**src/rtl/phy_ctl_pkg.sv**
```systemverilog
package phy_ctl_pkg;

  localparam int VAL_W    = 16;
  localparam int WORD_W   = VAL_W + 4;
  localparam int NUM_REGS = 5;

  // strobe positions in the control word
  localparam int BIT_CAP_ADDR = WORD_W - 1;
  localparam int BIT_CAP_DATA = WORD_W - 2;
  localparam int BIT_RD       = 1;
  localparam int BIT_WR       = 0;

  typedef enum logic [1:0] {
    ST_IDLE = 2'd0,
    ST_WAIT = 2'd1,
    ST_ACK  = 2'd2
  } seq_st_t;

  function automatic logic [VAL_W-1:0] reg_addr(input int idx);
    case (idx)
      0:       return 16'h0030;
      1:       return 16'h1002;
      2:       return 16'h1006;
      3:       return 16'h1010;
      default: return 16'h102D;
    endcase
  endfunction

  function automatic logic [VAL_W-1:0] reg_init(input int idx);
    case (idx)
      0:       return 16'h0091;
      1:       return 16'h0B7F;
      2:       return 16'h0342;
      3:       return 16'h0010;
      default: return 16'h0080;
    endcase
  endfunction

endpackage

```
**src/rtl/phy_ctl_seq.sv**
```systemverilog
module phy_ctl_seq
  import phy_ctl_pkg::*;
#(
  parameter int LATENCY = 3
) (
  input  logic       clk,
  input  logic       rst_n,
  input  logic [3:0] strb,      // {cap_addr, cap_data, wr, rd}: index is priority
  output logic [3:0] fire,      // one-cycle pulse for the served strobe
  output logic       ack,
  output logic       in_wait,
  output logic       held
);

  localparam int CW = (LATENCY < 2) ? 1 : $clog2(LATENCY);

  seq_st_t       st_q;
  logic [3:0]    prev_q;
  logic [3:0]    kind_q;
  logic [CW-1:0] cnt_q;
  logic [3:0]    rise;
  logic [3:0]    pick;

  assign rise = strb & ~prev_q;

  always_comb begin
    pick = '0;
    for (int i = 3; i >= 0; i--) begin
      if (rise[i] && pick == '0) pick[i] = 1'b1;
    end
  end

  assign fire    = (st_q == ST_IDLE) ? pick : 4'b0000;
  assign held    = |(strb & kind_q);
  assign ack     = (st_q == ST_ACK);
  assign in_wait = (st_q == ST_WAIT);

  always_ff @(posedge clk or negedge rst_n) begin
    if (!rst_n) begin
      st_q   <= ST_IDLE;
      prev_q <= '0;
      kind_q <= '0;
      cnt_q  <= '0;
    end else begin
      prev_q <= strb;
      case (st_q)
        ST_IDLE: begin
          if (|fire) begin
            kind_q <= fire;
            cnt_q  <= '0;
            st_q   <= ST_WAIT;
          end
        end
        ST_WAIT: begin
          if (cnt_q == CW'(LATENCY - 1)) st_q <= ST_ACK;
          else                           cnt_q <= cnt_q + 1'b1;
        end
        ST_ACK: begin
          if (!held) st_q <= ST_IDLE;
        end
        default: st_q <= ST_IDLE;
      endcase
    end
  end

endmodule

```
**src/rtl/phy_ctl_regs.sv**
```systemverilog
module phy_ctl_regs
  import phy_ctl_pkg::*;
(
  input  logic             clk,
  input  logic             rst_n,
  input  logic [VAL_W-1:0] addr,
  input  logic [VAL_W-1:0] wdata,
  input  logic             we,
  output logic [VAL_W-1:0] rdata
);

  logic [VAL_W-1:0] hit_val [NUM_REGS];

  for (genvar g = 0; g < NUM_REGS; g++) begin : g_reg
    logic [VAL_W-1:0] r_q;
    logic             sel;
    assign sel = (addr == reg_addr(g));

    always_ff @(posedge clk or negedge rst_n) begin
      if (!rst_n)        r_q <= reg_init(g);
      else if (we && sel) r_q <= wdata;
    end

    assign hit_val[g] = sel ? r_q : '0;
  end

  always_comb begin
    rdata = '0;
    for (int i = 0; i < NUM_REGS; i++) rdata = rdata | hit_val[i];
  end

endmodule

```
**src/rtl/phy_ctl_responder.sv**
```systemverilog
module phy_ctl_responder
  import phy_ctl_pkg::*;
#(
  parameter int LATENCY = 3
) (
  input  logic              clk,
  input  logic              rst_n,
  input  logic [WORD_W-1:0] ctl_word,
  output logic [VAL_W:0]    stat_word
);

  logic [3:0]       strb;
  logic [3:0]       fire;
  logic             ack;
  logic             in_wait;
  logic             held;
  logic [VAL_W-1:0] value;
  logic [VAL_W-1:0] addr_q;
  logic [VAL_W-1:0] data_q;
  logic [VAL_W-1:0] rd_q;
  logic [VAL_W-1:0] reg_rdata;

  assign strb  = {ctl_word[BIT_CAP_ADDR], ctl_word[BIT_CAP_DATA],
                  ctl_word[BIT_WR], ctl_word[BIT_RD]};
  assign value = ctl_word[VAL_W+1:2];

  phy_ctl_seq #(.LATENCY(LATENCY)) u_seq (
    .clk     (clk),
    .rst_n   (rst_n),
    .strb    (strb),
    .fire    (fire),
    .ack     (ack),
    .in_wait (in_wait),
    .held    (held)
  );

  phy_ctl_regs u_regs (
    .clk   (clk),
    .rst_n (rst_n),
    .addr  (addr_q),
    .wdata (data_q),
    .we    (fire[1]),
    .rdata (reg_rdata)
  );

  always_ff @(posedge clk or negedge rst_n) begin
    if (!rst_n) begin
      addr_q <= '0;
      data_q <= '0;
      rd_q   <= '0;
    end else begin
      if (fire[3]) addr_q <= value;
      if (fire[2]) data_q <= value;
      if (fire[0]) rd_q   <= reg_rdata;
    end
  end

  assign stat_word = {ack, rd_q};

endmodule

```
**config.mk**
```make
export PLATFORM = sky130hd
export DESIGN_NAME = phy_ctl_responder
export DESIGN_NICKNAME = d
export VERILOG_FILES = /design/src/rtl/phy_ctl_pkg.sv /design/src/rtl/phy_ctl_seq.sv /design/src/rtl/phy_ctl_regs.sv /design/src/rtl/phy_ctl_responder.sv
export SDC_FILE = /design/constraint.sdc
export NUM_CORES = 1
export LEC_CHECK = 0
export BUFFER_PORTS_ARGS = -buffer_cell sky130_fd_sc_hd__buf_2
export CAP_MARGIN = 0
export CORE_ASPECT_RATIO = 0.5
export CORE_MARGIN = 4
export CORE_UTILIZATION = 42
export DETAILED_ROUTE_END_ITERATION = 8
export PLACE_DENSITY = 0.58
export SLEW_MARGIN = 20
export SYNTH_ARGS = -nofsm -noshare
export SYNTH_HDL_FRONTEND = slang
export SYNTH_SLANG_ARGS = --single-unit
```
**constraint.sdc**
```tcl
create_clock -name clk -period 3.95 [get_ports clk]
set_input_delay 0.79 -clock clk [delete_from_list [all_inputs] [get_ports clk]]
set_output_delay 0.79 -clock clk [all_outputs]
set_load 0.02 [all_outputs]
```
==> Word level (Yosys, flattened, before mapping) <==
Index checks and enable logic that the tools add are counted.
W data, S select, Z words.
{ "op_classes": {"mul": 0, "bitwise": 8, "add_sub_neg": 1, "reduce_logical": 17, "div_mod_pow": 0, "n_eq_ne": 12, "mux": 17, "order_cmp": 0, "n_shift": 0} }
{ "op_table": {"columns": ["op", "count"], "rows": [
  ["$mux W16", 5],
  ["$eq A16 B13 Y1 const B", 4],
  ["$or A16 B16 Y16", 4],
  ["$eq A16 B6 Y1 const B", 1],
  ["$mux W2", 5],
  ["$and A4 B4 Y4", 2],
  ["$logic_and A1 B1 Y1", 8],
  ["$reduce_or A4 Y1", 2],
  ["$ne A2 B2 Y1 const B", 3],
  ["$pmux W2 S3", 1],
  ["$reduce_and A3 Y1", 2],
  ["$eq A2 B2 Y1 const B", 2],
  ["$logic_not A2 Y1", 2],
  ["$mux W1", 4],
  ["$mux W4", 1],
  ["$not A4 Y4", 1],
  ["$pmux W2 S2", 1],
  ["$logic_not A3 Y1", 1],
  ["$add A2 B1 Y2 const B", 1],
  ["$eq A2 B1 Y1 const B", 1],
  ["$ne A2 B1 Y1 const B", 1],
  ["$reduce_and A2 Y1", 1],
  ["$reduce_bool A2 Y1", 1],
  ["$not A1 Y1", 1]
]} }
{ "totals": {"ramBits": 0, "ff_bits": 140, "romBits": 0, "output_inout_bits": 17, "wordCells": 67, "n_memories": 0, "inputBits": 22, "latch_bits": 0} }

==> Longest topological paths before layout <==
Gate-level depths: netlist of run 1.
{ "logic_depth": {"ltp_word": 16, "ltp_mapped": 8, "ltp_nobuf": 5} }

==> Hierarchy <==
From an unflattened synthesis of run 1, not the netlist that was laid out.
{ "hier_totals": {"cells_unflattened": 439, "hier_area_um2": 6475.0} }
{ "by_module_without_submodules": {"columns": ["module", "area_each_um2", "cells_each", "seq_area_each_um2", "n_inst"], "rows": [
  ["phy_ctl_regs", 3886.2, 278, 2025.7, 1],
  ["phy_ctl_responder", 1955.6, 103, 1201.2, 1],
  ["phy_ctl_seq", 633.1, 58, 300.3, 1]
]} }

==> Worst setup path after synthesis of run 1 <==
No wires, ideal clock.
{ "synth_timing": {"kind": "register to register", "startpoint": "register addr_q[9]", "endpoint": "register u_regs.g_reg[2].r_q[10]", "period_less_slack_ns": 2.850, "stages_incl_launch_ff": 9, "setup_ns": 0.125, "t_arrival_ns": 2.725, "t_required_ns": 3.825, "path_slack_ns": 1.100, "n_path_buf": 4, "path_cell_list": "dfrtp_1 -> or4_1 -> buf_2 -> or4_1 -> buf_2 -> or4_4 -> buf_6 -> buf_12 -> mux2_4"} }
{ "synth_via": {"elab_chain_len": 2} }
{ "synth_rtl": {"columns": ["element", "line_no", "source"], "rows": [
  ["start: declaration", "phy_ctl_responder.sv:18", "logic [VAL_W-1:0] addr_q;"],
  ["start signal: assignment", "phy_ctl_responder.sv:52", "if (fire[3]) addr_q <= value;"],
  ["$eq A16 B13 Y1", "phy_ctl_regs.sv:17", "assign sel = (addr == reg_addr(g));"],
  ["$logic_and A1 B1 Y1", "phy_ctl_regs.sv:21", "else if (we && sel) r_q <= wdata;"],
  ["end signal: assignment", "phy_ctl_regs.sv:20", "if (!rst_n) r_q <= reg_init(g);"],
  ["end signal: assignment", "phy_ctl_regs.sv:21", null],
  ["end: declaration", "phy_ctl_regs.sv:15", "logic [VAL_W-1:0] r_q;"]
]} }
Every way passes these cells.
A chain may end at the register's enable or synchronous reset.

==> Worst setup path after layout of run 1 <==
{ "layout_timing": {"startpoint": "register addr_q[9]", "endpoint": "register u_regs.g_reg[2].r_q[5]"} }
The elaborated chain is that of the path after synthesis.

==> results of run 1 <==
## cells in the mapped netlist, types with 5 or more instances
master    number
a32oi_1       15
a32o_1        15
nand2_1       24
nor2b_1       19
mux2_4        10
inv_1         20
o21ai_0        5
nand2b_1       5
mux2_2       117
dfstp_2       19
buf_2          5
o221ai_1      16
dfrtp_1      121
clkbuf_1      19
nand3_1        5
## per-layer routing
metal,wire [um],vias up,track usage
li1,-,1772,-
met3,438,14,0.0371
met1,6920,2017,0.247
met4,131,0,0.0494
met2,6320,53,0.277
met5,0,-,0
## cell families (layout without fill, tap and decap cells)
kind of cell / after synthesis / count (layout) / synth area share
multiplexers: 127 / 127 / 0.236
buffers and inverters: 47 / 104 / 0.0339
AO/OA/AOI/OAI: 58 / 58 / 0.0810
flip-flops: 140 / 140 / 0.568
adder cells (fa/ha/maj): 1 / 1 / 0.00201
AND/OR/NAND/NOR: 81 / 81 / 0.0788
## report_power, final
part | switching (mW) | total (mW) | internal, mW | leakage, nW
logic | 0.419 | 0.738 | 0.319 | 1.21
registers | 0.286 | 1.94 | 1.66 | 1.80
clock network | 0.625 | 1.72 | 1.10 | 0.299
total | 1.33 | 4.40 | 3.07 | 3.31
## area by class of cell
class	count	area, um2	area share
well taps	198	248	0.0338
repair buffers	52	327	0.0445
clock buffers	20	457	0.0623
multi-input cells	267	2520	0.343
flip-flops and latches	140	3530	0.481
inverters	20	75.1	0.0102
clock inverters	12	185	0.0252
## worst paths after layout
check	startpoint	to	depth (start not counted)
worst max-delay path	addr_q[9]	u_regs.g_reg[2].r_q[5]	4
worst min-delay path	rst_n	rd_q[1]	1
worst max register to register	addr_q[9]	u_regs.g_reg[2].r_q[5]	4
worst min register to register	u_seq.cnt_q[0]	u_seq.cnt_q[0]	1
max in group asynchronous	rst_n	u_regs.g_reg[1].r_q[4]	2
min in group clk	u_seq.cnt_q[0]	u_seq.cnt_q[0]	1
## sequential cells by signal, indices dropped and copies added, names as in the netlist
register      count
u_seq.prev_q      4
u_seq.cnt_q       2
u_seq.st_q        2
data_q           16
u_regs.g.r_q     80
u_seq.kind_q      4
rd_q             16
addr_q           16
## cell usage in the layout, fill, tap and decap left out, drive strengths merged, types with 2 or more instances in the layout
cell      synthesis  final
nand3             5      5
clkinvlp          0      4
nor3              3      3
o21ai             5      5
nand4             2      2
nor2              3      3
buf               8     52
nand2b            5      5
or2               2      2
nor2b            19     19
a22o              2      2
or3b              3      3
clkinv            0      2
dfstp            19     19
bufinv            0      4
inv              20     22
nor4b             2      2
or4               5      5
o221ai           16     16
mux2            127    127
dfrtp           121    121
nor3b             2      2
nor4              4      4
clkbuf           19     20
nand2            24     24
a32oi            15     15
a32o             15     15
==> metrics, run 1 <==
outcome=finished clean; placed instance area=6690 um2; 1st-pass router iterations=5; Via-to-Cell Ratio=5.44; Yosys cell types=41; worst path required time=4.24 ns; total gr overflow=0; crit path cell chain=or4_1 -> or4_1 -> or4_4 -> mux2_4; synthesized area=6210 um2; sequential fraction of the synthesis area=0.568; total track usage=0.175; DRC viols=0; Max VDD drop=0.343 mV; initial antenna violation count=0; CP max stage cell=or4_4; top-area cell type share of the netlist area=0.488; post-route ant nets=0; Critical Path AT=3.26 ns; global-route wire length before repair=22.9 mm; Initial DRC Count=229; post-route setup slack=0.985 ns; Post-Layout Cell Count=709; Crit path largest cell delay=0.74 ns; EDFF count, synth=0; vias post-DR=3856; final setup violation count=0; critical path fanouts, max=16; CP Class=reg -> reg; Min Hold Slack=0.440 ns; #FFs+latches synth=140; clock tree from TritonCTS=done; Die Height=94.0 um; Max Root-Sink Buffers=2; cell mode on critical path=or4_1; Synth async-reset ratio=1.00; Post-CTS Setup Bufs=0; Port Buf Inserts=38; Clock Root Buffer=clkbuf_16; crit path launch type=flop; drt total wl=13.8 mm; share of layout cells above drive strength 1=0.477; CTS resizes=0; Worst-Margin Slew=0.930 ns; post-route setup TNS=0 ns; Rows=31; Nets=521; Slew headroom=0.378; H-tree depth=4; Tot Pwr=4.40 mW; Lkg Pwr=3.31 nW; I/O pins=39; main area contributors after synthesis=dfrtp_1 49%, mux2_2 21%, dfstp_2 8.0%; Tightest Hold Check Type=in -> async; f_max=337 MHz; RePlAce Congestion=0.737; vias in the first global route=4036; Worst setup EP type=flop; pre-CTS worst setup slack=0.981 ns; fin area=7340 um2; final hold viol count=0; die width=180 um; Inserted Clock Buffers=17; placed insts=677; number of max-cap violations=0; most used flip-flop cell after synthesis=dfrtp_1; Area growth, synth to finish=18.1%; P per Cell Area=600 nW/um2; Top delay family on crit path=simple AND/OR/NAND/NOR gates; Buf+Inv Stages, Crit Path=0; clock latency at the later pin of the worst-skew pair=0.42 ns; Filler Cell Count=1242; post-DP HPWL=8.74 mm; Worst-path clk slew=0.06 ns; hold_buf cts=0; Syn Area/Cell=13.7 um2; flop-to-flop setup slack=0.98 ns; Tmin final=2.97 ns; Synth area leader=dfrtp_1; fin util=0.507; RSZ-0062 raised after global routing=false; Mapped Nets=477; Worst Skew=0.00925 ns; initial core utilization=0.429; Final period util=0.751; antenna cells=0; largest net degree at the start of global routing=83; full die area=16900 um2; Core Area=14500 um2; cells after synthesis=454; WL per Instance=19.5 um; Yosys warnings=0; CTS Sinks=140; Max Transition Viols Final=0
No activity file was read; power rests on OpenSTA's default activity.
==> run 2, diff against run 1 <==
--- a/config.mk
+++ b/config.mk
@@ -11,7 +11,7 @@
 export CORE_MARGIN = 4
 export CORE_UTILIZATION = 42
 export DETAILED_ROUTE_END_ITERATION = 8
-export PLACE_DENSITY = 0.58
+export PLACE_DENSITY = 0.6
 export SLEW_MARGIN = 20
 export SYNTH_ARGS = -nofsm -noshare
 export SYNTH_HDL_FRONTEND = slang
==> constraint.sdc (replaced) <==
create_clock -name clk -period 2.4 [get_ports clk]
set_input_delay 0.48 -clock clk [delete_from_list [all_inputs] [get_ports clk]]
set_output_delay 0.48 -clock clk [all_outputs]
set_load 0.02 [all_outputs]
==> run 2 against run 1 <==
Sequential share of layout area decreased by 2.3 points; critical endpoint is now u_regs.g_reg[2].r_q[11]; the run now ends with setup timing left; clock power increased by 70%; core utilization increased by 2.6 points.
==> metrics, run 2 (synthesis results as in run 1) <==
global-route wire length before repair=23.9 mm (+4.6%); Worst-path clk slew=0.06 ns (about the same); Tmin final=2.49 ns (-0.473 ns); initial core utilization=0.429 (unchanged); Slew headroom=0.670 (+0.292); Worst-Margin Slew=0.495 ns (-0.435 ns); RSZ-0062 raised after global routing=true; post-DP HPWL=9.61 mm (+9.9%); M3 GR Usage=0.0391 (+0.00193); grt peak-use layer=met2; Inserted Clock Buffers=17 (unchanged); post-route setup slack=-0.0926 ns (-1.08 ns); Via-to-Cell Ratio=5.38 (-1.0%); Tot Pwr=7.52 mW (+71%); largest net degree at the start of global routing=53 (-36%); full die area=16900 um2 (unchanged); pre-CTS worst setup slack=-0.167 ns (-1.15 ns); Tightest Hold Check Type=in -> async; Initial DRC Count=288 (+26%); vias in the first global route=4153 (+2.9%); Lkg Pwr=3.53 nW (+6.8%); crit path cell chain=or4_4 -> or4_4 -> or4_4 -> mux2_4; initial antenna violation count=0 (unchanged); I/O pins=39 (unchanged); Clock Root Buffer=clkbuf_16; number of max-cap violations=0 (unchanged); total gr overflow=0 (unchanged); Final period util=1.04 (+0.288); final setup violation count=43 (+43); Crit path largest cell delay=0.66 ns (-0.08 ns); Worst Skew=0.0111 ns (+0.00189 ns); Rows=31 (unchanged); highest-count cells in the layout ignoring fill and taps=121 x dfrtp_1, 101 x mux2_2, 37 x buf_2; GR Util met1=0.272 (+0.0248); Port Buf Inserts=38 (unchanged); Nets=554 (+6.3%); DRC viols=0 (unchanged); crit path launch type=flop; f_max=401 MHz (+19%); post-route setup TNS=-1.79 ns (-1.79 ns); drt total wl=14.8 mm (+7.0%); Largest register FFs=80 (unchanged); CTS Sinks=140 (unchanged); clock tree from TritonCTS=done; Max Transition Viols Final=0 (unchanged); 1st-pass router iterations=4 (-1); met2 usage=0.278 (+0.000940); hold_buf cts=0 (unchanged); Die Height=94.0 um (unchanged); die width=180 um (unchanged); most common cell after layout, fill and taps aside=dfrtp_1; Critical Path AT=2.78 ns (-0.48 ns); cell mode on critical path=or4_4; worst path required time=2.69 ns (-1.55 ns); Top reg by flops=u_regs.g.r_q; outcome=finished with violations; H-tree depth=4 (unchanged); final hold viol count=0 (unchanged); CP Class=reg -> reg; post-route ant nets=0 (unchanged); Core Area=14500 um2 (unchanged); Max Root-Sink Buffers=2 (unchanged); P per Cell Area=975 nW/um2 (+62%); Area growth, synth to finish=24.2%; Worst setup EP type=flop; share of layout cells above drive strength 1=0.517 (+0.0390); vias post-DR=3994 (+3.6%); antenna cells=0 (unchanged); CP max stage cell=or4_4; WL per Instance=19.9 um (+2.3%); total track usage=0.184 (+0.00871); failing checks=setup timing; clock latency at the later pin of the worst-skew pair=0.41 ns (about the same); Max VDD drop=0.703 mV (+100%); RePlAce Congestion=0.807 (+9.5%); critical path fanouts, max=8 (-8)
==> run 2: path summary, 6_finish.rpt <==
kind	slack [ns]	from	cells after the start	to
worst max-delay path	-0.09	addr_q[9]	4	u_regs.g_reg[2].r_q[11]
worst min-delay path	0.01	rst_n	1	u_regs.g_reg[2].r_q[7]
worst max register to register	-0.09	addr_q[9]	4	u_regs.g_reg[2].r_q[11]
worst min register to register	0.48	rd_q[11]	2	rd_q[11]
max in group asynchronous	1.69	rst_n	2	u_regs.g_reg[4].r_q[7]
min in group clk	0.22	ctl_word[1]	1	u_seq.prev_q[0]
==> run 2: where the power goes <==
part           switching, mW  internal, mW
logic                  0.818         0.653
clock network           1.05          1.88
registers              0.385          2.73
==> run 2: routing by layer <==
metal / vias to the layer above / part of all wire
met2: 72 / 0.45
met5: - / 0
met4: 0 / 0.0091
met1: 2069 / 0.50
met3: 14 / 0.043
li1: 1839 / -
==> run 2: area by class of cell <==
type | count | area, um2
clock buffers | 19 | 443
clock inverters | 13 | 210
fillers | 1194 | 6760
inverters | 20 | 75.1
multi-input cells | 268 | 2610
flip-flops and latches | 140 | 3530
well taps | 198 | 248
repair buffers | 84 | 599
==> run 2: through the flow <==
step | utilization | hold slack [ns] | instances | instance area (um2)
global route | 0.533 | 0.0478 | 742 | 7710
floorplan | - | 0.184 | 454 | 6290
global placement | 0.481 | 0.462 | 706 | 6960
finish | 0.533 | 0.0125 | 742 | 7710
detailed placement | 0.481 | 0.464 | 706 | 6960
CTS | 0.531 | 0.0241 | 741 | 7680
==> run 2: what timing repair did <==
| item | 4_1_cts | 5_1_grt |
|---|---|---|
| gates cloned | 3 | 0 |
| buffers inserted | 0 | 1 |
| gates resized for setup | 13 | 9 |
| pin swaps | 3 | 3 |
| endpoints found under the setup margin | 64 | 72 |
==> run 2: critical path: cells and delay by family (launching register included) <==
family	cells	cell delay, ns
muxes	1	0.33
DFF	1	0.37
and+or+nand+nor	3	1.66
